<file path="src/rtl/lt_pkg.sv">
package lt_pkg;

    localparam int unsigned PRE_W = 7;
    localparam int unsigned VEC_W = 8;

    typedef enum logic [1:0] {
        SEL_INIT  = 2'd0,
        SEL_DIV   = 2'd1,
        SEL_ENTRY = 2'd2,
        SEL_CUR   = 2'd3
    } lt_sel_e;

    localparam int unsigned DSTAT_BIT = 12;
    localparam int unsigned MASK_BIT  = 16;
    localparam int unsigned PER_BIT   = 17;
    localparam logic [3:0]  DIV_KEEP  = 4'hB;

    typedef struct packed {
        logic             periodic;
        logic             mask;
        logic             dstat;
        logic [VEC_W-1:0] vector;
    } lt_entry_t;

    localparam lt_entry_t ENTRY_RST = '{periodic: 1'b0, mask: 1'b1,
                                        dstat: 1'b0, vector: '0};

    function automatic lt_entry_t entry_from_word(input logic [31:0] w);
        lt_entry_t e;
        e.vector   = w[VEC_W-1:0];
        e.dstat    = w[DSTAT_BIT];
        e.mask     = w[MASK_BIT];
        e.periodic = w[PER_BIT];
        return e;
    endfunction

    function automatic logic [31:0] entry_to_word(input lt_entry_t e);
        logic [31:0] w;
        w              = '0;
        w[VEC_W-1:0]   = e.vector;
        w[DSTAT_BIT]   = e.dstat;
        w[MASK_BIT]    = e.mask;
        w[PER_BIT]     = e.periodic;
        return w;
    endfunction

    // divisor minus one for a divide code
    function automatic logic [PRE_W-1:0] div_m1_of(input logic [3:0] code);
        logic [2:0] idx;
        int         d;
        idx = {code[3], code[1], code[0]};
        d   = (idx == 3'd7) ? 1 : (2 << idx);
        return PRE_W'(d - 1);
    endfunction

endpackage

</file>
<file path="src/rtl/lt_prescaler.sv">
module lt_prescaler
    import lt_pkg::*;
(
    input  logic             clk,
    input  logic             rst_n,
    input  logic             run,
    input  logic             clear,
    input  logic [PRE_W-1:0] div_m1,
    output logic             tick
);
    typedef struct packed {
        logic [PRE_W-1:0] pre;
    } pre_state_t;

    pre_state_t st_d, st_q;

    assign tick = run && (st_q.pre == div_m1);

    always_comb begin
        st_d = st_q;
        if (clear || !run || tick) begin
            st_d.pre = '0;
        end else begin
            st_d.pre = st_q.pre + PRE_W'(1);
        end
    end

    always_ff @(posedge clk) begin
        if (!rst_n) st_q <= '0;
        else        st_q <= st_d;
    end
endmodule

</file>
<file path="src/rtl/lt_entry_regs.sv">
module lt_entry_regs
    import lt_pkg::*;
#(
    parameter int unsigned DATA_W = 32
) (
    input  logic              clk,
    input  logic              rst_n,
    input  logic              sw_enable,
    input  logic              wr_en,
    input  logic [1:0]        wr_sel,
    input  logic [DATA_W-1:0] wr_data,
    output lt_entry_t         entry,
    output logic [3:0]        div_code
);
    typedef struct packed {
        lt_entry_t  entry;
        logic [3:0] div;
    } regs_t;

    regs_t st_d, st_q;

    assign entry    = st_q.entry;
    assign div_code = st_q.div;

    always_comb begin
        st_d = st_q;
        if (wr_en && (wr_sel == SEL_DIV)) begin
            st_d.div = wr_data[3:0] & DIV_KEEP;
        end
        if (wr_en && (wr_sel == SEL_ENTRY) && sw_enable) begin
            st_d.entry = entry_from_word(32'(wr_data));
        end
    end

    always_ff @(posedge clk) begin
        if (!rst_n) begin
            st_q.entry <= ENTRY_RST;
            st_q.div   <= '0;
        end else begin
            st_q <= st_d;
        end
    end
endmodule

</file>
<file path="src/rtl/lt_countdown.sv">
module lt_countdown
    import lt_pkg::*;
#(
    parameter int unsigned CNT_W = 32
) (
    input  logic             clk,
    input  logic             rst_n,
    input  logic             sw_enable,
    input  logic             icr_wr,
    input  logic [CNT_W-1:0] icr_data,
    input  logic             tick,
    input  lt_entry_t        entry,
    input  logic [3:0]       div_code,
    output logic             running,
    output logic [CNT_W-1:0] cnt,
    output logic [CNT_W-1:0] icr,
    output logic [PRE_W-1:0] div_active_m1,
    output logic             reload,
    output logic             irq_valid,
    output logic [VEC_W-1:0] irq_vector
);
    typedef struct packed {
        logic [CNT_W-1:0] icr;
        logic [CNT_W-1:0] cnt;
        logic             running;
        logic             en;
        logic [PRE_W-1:0] div_m1;
        logic             irq_v;
        logic [VEC_W-1:0] irq_vec;
    } cd_state_t;

    cd_state_t st_d, st_q;

    assign running       = st_q.running;
    assign cnt           = st_q.cnt;
    assign icr           = st_q.icr;
    assign div_active_m1 = st_q.div_m1;
    assign irq_valid     = st_q.irq_v;
    assign irq_vector    = st_q.irq_vec;

    always_comb begin
        st_d       = st_q;
        st_d.en    = sw_enable;
        st_d.irq_v = 1'b0;
        reload     = 1'b0;
        if (!sw_enable) begin
            st_d.running = 1'b0;
            st_d.cnt     = '0;
            if (icr_wr) st_d.icr = icr_data;
        end else if (icr_wr) begin
            st_d.icr = icr_data;
            if (icr_data != '0) begin
                st_d.cnt     = icr_data;
                st_d.running = 1'b1;
                st_d.div_m1  = div_m1_of(div_code);
                reload       = 1'b1;
            end else begin
                st_d.cnt     = '0;
                st_d.running = 1'b0;
            end
        end else if (!st_q.en && entry.periodic && (st_q.icr != '0)) begin
            st_d.cnt     = st_q.icr;
            st_d.running = 1'b1;
            st_d.div_m1  = div_m1_of(div_code);
            reload       = 1'b1;
        end else if (st_q.running && tick) begin
            if (st_q.cnt == CNT_W'(1)) begin
                st_d.irq_v   = !entry.mask;
                st_d.irq_vec = entry.vector;
                if (entry.periodic) begin
                    st_d.cnt    = st_q.icr;
                    st_d.div_m1 = div_m1_of(div_code);
                    reload      = 1'b1;
                end else begin
                    st_d.cnt     = '0;
                    st_d.running = 1'b0;
                end
            end else begin
                st_d.cnt = st_q.cnt - CNT_W'(1);
            end
        end
    end

    always_ff @(posedge clk) begin
        if (!rst_n) begin
            st_q        <= '0;
            st_q.div_m1 <= div_m1_of(4'h0);
        end else begin
            st_q <= st_d;
        end
    end
endmodule

</file>
<file path="src/rtl/local_timer.sv">
module local_timer
    import lt_pkg::*;
#(
    parameter int unsigned DATA_W = 32,
    parameter int unsigned CNT_W  = 32
) (
    input  logic              clk,
    input  logic              rst_n,
    input  logic              sw_enable,
    input  logic              wr_en,
    input  logic [1:0]        wr_sel,
    input  logic [DATA_W-1:0] wr_data,
    input  logic [1:0]        rd_sel,
    output logic [DATA_W-1:0] rd_data,
    output logic              irq_valid,
    output logic [VEC_W-1:0]  irq_vector
);
    lt_entry_t        entry_w;
    logic [3:0]       div_w;
    logic             run_w;
    logic [CNT_W-1:0] cnt_w;
    logic [CNT_W-1:0] icr_w;
    logic [PRE_W-1:0] divm1_w;
    logic             reload_w;
    logic             tick_w;
    logic [31:0]      entry_word_w;

    assign entry_word_w = entry_to_word(entry_w);

    lt_entry_regs #(.DATA_W(DATA_W)) regs_i (
        .clk      (clk),
        .rst_n    (rst_n),
        .sw_enable(sw_enable),
        .wr_en    (wr_en),
        .wr_sel   (wr_sel),
        .wr_data  (wr_data),
        .entry    (entry_w),
        .div_code (div_w)
    );

    lt_prescaler pre_i (
        .clk   (clk),
        .rst_n (rst_n),
        .run   (run_w),
        .clear (reload_w),
        .div_m1(divm1_w),
        .tick  (tick_w)
    );

    lt_countdown #(.CNT_W(CNT_W)) cd_i (
        .clk          (clk),
        .rst_n        (rst_n),
        .sw_enable    (sw_enable),
        .icr_wr       (wr_en && (wr_sel == SEL_INIT)),
        .icr_data     (wr_data[CNT_W-1:0]),
        .tick         (tick_w),
        .entry        (entry_w),
        .div_code     (div_w),
        .running      (run_w),
        .cnt          (cnt_w),
        .icr          (icr_w),
        .div_active_m1(divm1_w),
        .reload       (reload_w),
        .irq_valid    (irq_valid),
        .irq_vector   (irq_vector)
    );

    always_comb begin
        case (rd_sel)
            SEL_INIT:  rd_data = DATA_W'(icr_w);
            SEL_DIV:   rd_data = DATA_W'(div_w);
            SEL_ENTRY: rd_data = DATA_W'(entry_word_w);
            default:   rd_data = run_w ? DATA_W'(cnt_w) : '0;
        endcase
    end
endmodule

</file>
<file path="config.mk">
export PLATFORM = sky130hd
export DESIGN_NAME = local_timer
export DESIGN_NICKNAME = d
export VERILOG_FILES = /design/src/rtl/lt_pkg.sv /design/src/rtl/lt_prescaler.sv /design/src/rtl/lt_entry_regs.sv /design/src/rtl/lt_countdown.sv /design/src/rtl/local_timer.sv
export SDC_FILE = /design/constraint.sdc
export NUM_CORES = 1
export LEC_CHECK = 0
export BUFFER_PORTS_ARGS = -buffer_cell sky130_fd_sc_hd__buf_2
export CORE_MARGIN = 1.5
export CORE_UTILIZATION = 58
export CTS_CLUSTER_DIAMETER = 50
export DETAILED_ROUTE_END_ITERATION = 16
export HOLD_SLACK_MARGIN = 0.02
export PLACE_DENSITY_LB_ADDON = 0.05
export SETUP_SLACK_MARGIN = 0.05
export SLEW_MARGIN = 20
export SYNTH_ARGS = -nofsm -noshare
export SYNTH_HDL_FRONTEND = slang
export SYNTH_SLANG_ARGS = --single-unit
</file>
<file path="constraint.sdc">
create_clock -name clk -period 3.2 [get_ports clk]
set_input_delay 0.16 -clock clk [delete_from_list [all_inputs] [get_ports clk]]
set_output_delay 0.16 -clock clk [all_outputs]
set_load 0.01 [all_outputs]
</file>
==> results of run 1 <==
[critical path: cells and delay by family, from the launching register on]
family	cells	cell delay, ns
DFF	1	0.41
AOI/OAI and AO/OA	2	0.77
and+or+nand+nor	4	1.55
[sequential cells by signal, indices dropped and copies added (netlist names)]
signal / flops
cd_i.irq_vector: 8
pre_i.st_q: 7
cd_i.cnt: 32
cd_i.div_active_m1: 7
cd_i.irq_valid: 1
regs_i.entry: 11
regs_i.div_code: 3
cd_i.icr: 32
cd_i.running: 1
cd_i.st_q: 1
[final cells by class]
| type | count | area (sq um) | area share |
|---|---|---|---|
| multi-input combinational | 527 | 3410 | 0.529 |
| sequential | 103 | 2060 | 0.320 |
| timing repair buffer | 100 | 566 | 0.0877 |
| tap | 133 | 166 | 0.0258 |
| clock buffer | 12 | 145 | 0.0225 |
| clock inverter | 4 | 77.6 | 0.0120 |
| inverter | 5 | 18.8 | 0.00291 |
[logic make-up after synthesis]
logic type	Yosys count	synth area share
flops	103	0.356
mux	30	0.0520
compound gates	181	0.246
buf+inv	70	0.0570
fa+ha+maj	3	0.00648
xor+xnor	14	0.0212
simple gates	299	0.261
[worst paths after layout]
path / from / end / slack [ns] / cells after the start
worst max register to register: cd_i.cnt[16] / pre_i.st_q[5] / 0.31 / 6
worst max-delay path: cd_i.cnt[16] / pre_i.st_q[5] / 0.31 / 6
worst min register to register: cd_i.div_active_m1[6] / cd_i.div_active_m1[6] / 0.48 / 2
worst min-delay path: wr_data[19] / cd_i.icr[19] / 0.05 / 3
[per-layer routing]
layer | track usage | vias to the layer above
met3 | 0.0705 | 34
met2 | 0.515 | 249
met5 | 0 | -
li1 | - | 2689
met4 | 0.107 | 0
met1 | 0.480 | 2723
[cells in the mapped netlist, types with 3 or more instances]
cell type    n
o21a_1      26
inv_1        5
a32o_1      14
or4_1        7
nand4_1     12
a21boi_0    30
ha_1         3
nand2_1    113
a221o_1     16
nor2_1      40
buf_2        6
a222oi_1     9
clkbuf_1    46
and2_1      30
xor2_1       3
buf_6        4
nor4_1      33
o31ai_1      3
nor2b_1      7
a22o_1      22
buf_4        8
dfxtp_1    103
mux2i_1     29
o22ai_1     16
and3_1       5
nor3_1      20
o21ai_0     23
nand3_1     10
xnor2_1     11
a221oi_1     5
[power breakdown]
part | switching, mW | internal, mW | leakage, nW | total (mW)
sequential | 0.0438 | 1.31 | 0.834 | 1.36
combinational | 0.347 | 0.251 | 1.58 | 0.598
clock | 0.465 | 0.467 | 0.111 | 0.932
[cell usage in the layout (no fill, tap or decap), drive strengths merged, types with 3 or more instances in the layout]
cell type  instances
nor4b              3
o21ai             24
nor2              42
and2              30
nor3              21
a22o              22
nand4             12
xor2               3
nor4              33
mux2i             29
a221oi             5
o31ai              3
or4                8
a32o              14
a222oi             9
ha                 3
o21a              26
xnor2             11
and3               5
nand3             10
buf               99
o22ai             16
clkbuf            12
or2                3
nor2b              7
dfxtp            103
a221o             16
a21boi            30
inv                6
nand2            113
[per-stage QoR]
stage	hold slack, ns	cell area, sq um	util
after CTS	0.0338	6450	0.663
final	0.0459	6450	0.663
after global routing	0.0374	6450	0.663
after floorplan	0.284	5790	-
after detailed placement	0.416	6220	0.639
after global placement	0.414	6220	0.639
==> run summary, run 1 <==
asr flop ratio synth - 0
CTS resizes - 0
# Post-CTS Setup Buffers - 0
Mapped Area - 5790 sq um
Worst Hold Class - input port to flip-flop
fmax - 346 MHz
critical path startpoint category - flip-flop
CP Capture Type - flip-flop
GRT Resource Usage Total - 0.338
Post-CTS Hold Buffers - 1
Synthesized Nets - 743
Power Dens Cells - 448 nW/um^2
Arr. time, crit path - 3.14 ns
ys flop type - dfxtp_1
Synth top area share - 0.356
DR top layer - met4
final wirelength - 17700 um
Area contributors post-synth - dfxtp_1 36%, nand2_1 7.3%, mux2i_1 5.0%
Synth Instances - 700
#FFs+latches synth - 103
cell chain of the critical path - or4_4 -> nor4b_2 -> and3_1 -> a211oi_1 -> o2111ai_1 -> nor2_1
layout cell share with drive strength beyond 1 - 0.168
Critical Path RT - 3.45 ns
DRC - 0
first-pass GRT wire length - 27200 um
# IOs - 81
# clock sinks - 103
unrepaired setup endpoints after global routing - false
crit path max fanout - 10
vias - 5695
metal1 wirelength - 8070 um
clk_lat worst skew - 0.39 ns
PortBufs - 80
area of the core - 9730 sq um
Post-synth EDFFs - 0
initial antenna violation count - 0
ant diodes - 0
Unique masters post-synth - 62
max-slew violation count - 0
nets - 789
area leader, netlist - dfxtp_1
DR WL/cell - 20.0 um
clock-pin transition on the worst setup and hold timing paths - 0.11 ns
WL met3 - 1310 um
Tmin final - 2.89 ns
Remaining Overflow, GRT - 0
Leak - 2.52 nW
Slew @ Worst Pin - 0.875 ns
setup TNS - 0 ns
DR pass1 iterations - 8
Max-slew headroom - 0.411
maximum vdd drop - 315 uV
FP Rows - 36
Root Driver - clkbuf_8
worst clock skew - 0.0171 ns
chip width - 103 um
slowest CP cell - or4_4
Post-DRT Antenna Nets - 0
CP peak stage delay - 0.61 ns
Pwr Total - 2.89 mW
Synth Warn # - 0
H-Tree Depth - 3
endpoints failing hold - 0
dpl hpwl - 12500 um
fillers - 890
GP Congestion - 0.899
vias in the first global route - 5195
placed cell count - 867
Die H - 103 um
Critical Setup Path Class - flip-flop to flip-flop
mean area per synthesized cell - 8.28 sq um
fin cells - 884
Die ar. - 10600 sq um
CTS max path bufs - 2
Num CTS Buffers - 9
largest net degree at the start of global routing - 78
Starting Density - 0.596
DR WL met2 - 7880 um
CTS tree - yes
sequential-to-total area share from yosys stat - 0.356
pre-CTS WS - 0.308 ns
synth-to-layout area growth - 11.3%
Final setup violation count - 0
fin crit share - 0.904
status - finished, final reports clean
Setup WS post-layout - 0.307 ns
vias per std cell - 6.44
initial DRC count - 569
Max Cap Viol - 0
(Power assumes the default switching activity.)
==> run 2, diff against run 1 <==
--- a/config.mk
+++ b/config.mk
@@ -7,7 +7,7 @@
 export LEC_CHECK = 0
 export BUFFER_PORTS_ARGS = -buffer_cell sky130_fd_sc_hd__buf_2
 export CORE_MARGIN = 1.5
-export CORE_UTILIZATION = 58
+export CORE_UTILIZATION = 60
 export CTS_CLUSTER_DIAMETER = 50
 export DETAILED_ROUTE_END_ITERATION = 16
 export HOLD_SLACK_MARGIN = 0.02
==> constraint.sdc (replaced) <==
create_clock -name clk -period 3.4 [get_ports clk]
set_input_delay 0.17 -clock clk [delete_from_list [all_inputs] [get_ports clk]]
set_output_delay 0.17 -clock clk [all_outputs]
set_load 0.01 [all_outputs]
==> run 2 against run 1 <==
Net effect:
- die area decreased by 3.2%
- critical endpoint is now cd_i.cnt[28]
- highest routed layer unchanged
- final area decreased by 1.5%
- combinational power decreased by 5.7%
- worst hold slack improved by 0.0022 ns
==> run summary, run 2 (synthesis gave the netlist of run 1 again) <==
leading cell type in the layout, fill and taps excluded - nand2_1
pre-CTS WS - 0.484 ns
Final Util - 0.684
area of the core - 9280 sq um
Post-DRT Antenna Nets - 0
Remaining Overflow, GRT - 0
CTS max path bufs - 2
largest net degree at the start of global routing - 78
placed cell count - 857
DRC - 0
Tmin final - 3.03 ns
initial DRC count - 552
clock-pin transition on the worst setup and hold timing paths - 0.12 ns
commonest cells after routing, fill and taps aside - 113 x nand2_1, 103 x dfxtp_1, 80 x buf_2
CP Launch Point - cd_i.icr[21]
unrepaired setup endpoints after global routing - false
DR WL/cell - 20.5 um
Power Dens Cells - 414 nW/um^2
fin crit share - 0.892
Max Cap Viol - 0
# IOs - 81
Num CTS Buffers - 9
Root Driver - clkbuf_8
fmax - 330 MHz
Worst Hold Class - input port to flip-flop
DR pass1 iterations - 7
Worst R2R Setup Slack - 0.37 ns
Max-slew headroom - 0.411
fin cells - 873
max-slew violation count - 0
FP Rows - 35
PortBufs - 80
first-pass GRT wire length - 27700 um
dpl hpwl - 12500 um
Pwr Total - 2.63 mW
Starting Density - 0.624
vias per std cell - 6.66
worst hold stages - 3
worst clock skew - 0.0196 ns
clk_lat worst skew - 0.39 ns
status - finished, final reports clean
layout cell share with drive strength beyond 1 - 0.164
Worst Reg-to-Reg Cells - 7
maximum vdd drop - 294 uV
CTS resizes - 0
Die H - 101 um
# clock sinks - 103
initial antenna violation count - 0
Slew @ Worst Pin - 0.875 ns
H-Tree Depth - 3
vias - 5814
worst reg2reg path startpoint - cd_i.icr[21]
vias in the first global route - 5196
Final setup violation count - 0
CTS tree - yes
GRT Resource Usage Total - 0.347
RR Endpoint - cd_i.cnt[28]
nets - 782
Critical Path RT - 3.72 ns
Leak - 2.47 nW
final wirelength - 17900 um
Setup WS post-layout - 0.366 ns
chip width - 101 um
Post-CTS Hold Buffers - 0
endpoints failing hold - 0
Arr. time, crit path - 3.35 ns
Die ar. - 10300 sq um
synth-to-layout area growth - 9.61%
CP Capture Type - flip-flop
Worst Setup EP - cd_i.cnt[28]
crit path max fanout - 18
setup TNS - 0 ns
# Post-CTS Setup Buffers - 0
critical path startpoint category - flip-flop
ant diodes - 0
GP Congestion - 0.923
Critical Setup Path Class - flip-flop to flip-flop
==> run 2: through the flow <==
stage / cell area (sq um) / hold WS, ns
6_report: 6350 / 0.0481
5_1_grt: 6350 / 0.0478
4_1_cts: 6350 / 0.0528
3_5_place_dp: 6150 / 0.463
3_3_place_gp: 6150 / 0.443
2_1_floorplan: 5790 / 0.294
==> run 2: critical path: stages (launching register included) <==
cell	delay (ns)
dfxtp_1	0.36
nor4_1	0.52
nand4_1	0.20
o21ai_1	0.53
nand3_1	0.55
buf_4	0.39
o31ai_1	0.26
a211o_1	0.16
==> run 2: final cells by class <==
class / count / area (sq um)
flip-flops and latches: 103 / 2060
clock buffers: 9 / 124
multi-input cells: 527 / 3410
fillers: 833 / 2930
well taps: 129 / 161
inverters: 5 / 18.8
clock inverters: 7 / 72.6
repair buffers: 93 / 498
==> run 2: layer usage <==
metal	wire length (um)	GRT usage	vias to the layer above
li1	-	-	2674
met1	7690	0.493	2772
met2	8090	0.539	332
met3	1740	0.0518	36
met4	399	0.123	0
met5	0	0	-
==> run 2: worst min path at each step <==
stage / startpoint / end / slack, ns
6_report: wr_data[15] / cd_i.icr[15] / 0.05
2_1_floorplan: wr_data[16] / regs_i.entry[9] / 0.29
3_5_place_dp: wr_data[16] / regs_i.entry[9] / 0.46
4_1_cts: wr_data[15] / cd_i.icr[15] / 0.05
3_3_place_gp: wr_data[16] / regs_i.entry[9] / 0.44
5_1_grt: wr_data[15] / cd_i.icr[15] / 0.05
==> run 2: power breakdown <==
part	leakage [nW]	total, mW	internal, mW	switching (mW)
clock	0.0970	0.789	0.290	0.499
sequential	0.834	1.28	1.24	0.0418
combinational	1.54	0.564	0.229	0.334
==> run 3, diff against run 2 <==
==> constraint.sdc (replaced) <==
create_clock -name clk -period 3.4 [get_ports clk]
set_input_delay 0.51 -clock clk [delete_from_list [all_inputs] [get_ports clk]]
set_output_delay 0.51 -clock clk [all_outputs]
set_load 0.01 [all_outputs]
==> run 3 against run 2 <==
Net effect:
- worst hold slack better by 0.35 ns
- critical endpoint is now cd_i.cnt[6]
- flip-flop and latch count unchanged
- utilization up 0.93 points
- wire length down 1.5%
- critical path type unchanged
- combinational power up 0.9%
- final area up 1.4%
- setup slack better by 0.14 ns
- critical path depth unchanged
- non-clock buffer count up 6
- sequential power about the same
- clock power up 8.9%
- die area unchanged
==> run summary, run 3 (synthesis gave the netlist of run 1 again) <==
status - finished, final reports clean
Slew @ Worst Pin - 0.726 ns
Critical Setup Path Class - flip-flop to flip-flop
vias in the first global route - 5276
final hold slack - 0.402 ns
PortBufs - 80
DR pass1 iterations - 6
area of the core - 9280 sq um
nets - 788
CP Launch Point - cd_i.icr[28]
vias per std cell - 6.61
fillers - 795
# Post-CTS Setup Buffers - 0
max-slew violation count - 0
Tmin final - 2.89 ns
H-Tree Depth - 3
first-pass GRT wire length - 28200 um
worst reg2reg path startpoint - cd_i.icr[28]
Worst R2R Setup Slack - 0.51 ns
CTS tree - yes
dpl hpwl - 12600 um
critical path startpoint category - flip-flop
unrepaired setup endpoints after global routing - false
final wirelength - 17700 um
vias - 5809
CTS max path bufs - 2
Critical Path RT - 3.68 ns
Max-slew headroom - 0.512
CTS resizes - 0
clk_lat worst skew - 0.39 ns
Post-CTS Hold Buffers - 0
area of the multi-input gates - 3410 sq um
Num CTS Buffers - 9
fin crit share - 0.850
Die ar. - 10300 sq um
DR WL/cell - 20.1 um
GP Congestion - 0.927
maximum vdd drop - 264 uV
Remaining Overflow, GRT - 0
Power Dens Cells - 420 nW/um^2
FF/Latch Area - 2060 sq um
Final setup violation count - 0
# IOs - 81
fmax - 346 MHz
initial antenna violation count - 0
Setup WS post-layout - 0.511 ns
DRC - 0
setup TNS - 0 ns
FP Rows - 35
pre-CTS WS - 0.596 ns
crit path max fanout - 12
layout cell share with drive strength beyond 1 - 0.171
Max Cap Viol - 0
initial DRC count - 599
Post-DRT Antenna Nets - 0
commonest cells after routing, fill and taps aside - 113 x nand2_1, 103 x dfxtp_1, 80 x buf_2
chip width - 101 um
endpoints failing hold - 0
Arr. time, crit path - 3.16 ns
min-delay src - wr_data[12]
# clock sinks - 103
Leak - 2.52 nW
Starting Density - 0.624
clock-pin transition on the worst setup and hold timing paths - 0.12 ns
Root Driver - clkbuf_8
CP Capture Type - flip-flop
Worst Hold Class - input port to flip-flop
largest net degree at the start of global routing - 78
synth-to-layout area growth - 11.1%
ant diodes - 0
GRT Resource Usage Total - 0.350
Die H - 101 um
leading cell type in the layout, fill and taps excluded - nand2_1
worst clock skew - 0.0177 ns
run 3: final cells by class:
type	count	area share
Clock inverter	7	0.0157
Inverter	5	0.00292
Multi-Input combinational cell	527	0.530
Tap cell	129	0.0251
Clock buffer	9	0.0192
Sequential cell	103	0.320
Timing Repair Buffer	99	0.0863
run 3: metal layers:
layer,GRT usage,share of wire
met5,0,0
met4,0.0812,0.017
met3,0.0656,0.091
met2,0.550,0.45
met1,0.501,0.44
run 3: worst max-delay path, cell delays in order, from the launching register on:
cell	delay, ns
dfxtp_1	0.36
nor4_1	0.47
nand4_1	0.24
o21ai_1	0.56
o22ai_2	0.33
buf_4	0.28
a221o_1	0.35
a32o_1	0.21
run 3: where the power goes:
part | switching [mW] | internal, mW | total, mW | leakage, nW
registers | 0.0415 | 1.24 | 1.28 | 0.834
logic | 0.333 | 0.236 | 0.569 | 1.57
clock network | 0.493 | 0.366 | 0.859 | 0.109
run 3: metrics by stage:
stage / cells / total power [mW] / area (sq um) / util
floorplan: 700 / 1.69 / 5790 / -
global placement: 863 / 1.85 / 6210 / 0.669
detailed placement: 863 / 1.86 / 6210 / 0.669
CTS: 879 / 2.70 / 6440 / 0.693
global route: 879 / 2.82 / 6440 / 0.693
finish: 879 / 2.71 / 6440 / 0.693
run 3: path summary, 6_finish.rpt:
| path | to | depth (start not counted) |
|---|---|---|
| worst min-delay path | regs_i.entry[8] | 3 |
| worst min register to register | cd_i.irq_vector[3] | 2 |
| worst max register to register | cd_i.cnt[6] | 7 |
| worst max-delay path | cd_i.cnt[6] | 7 |
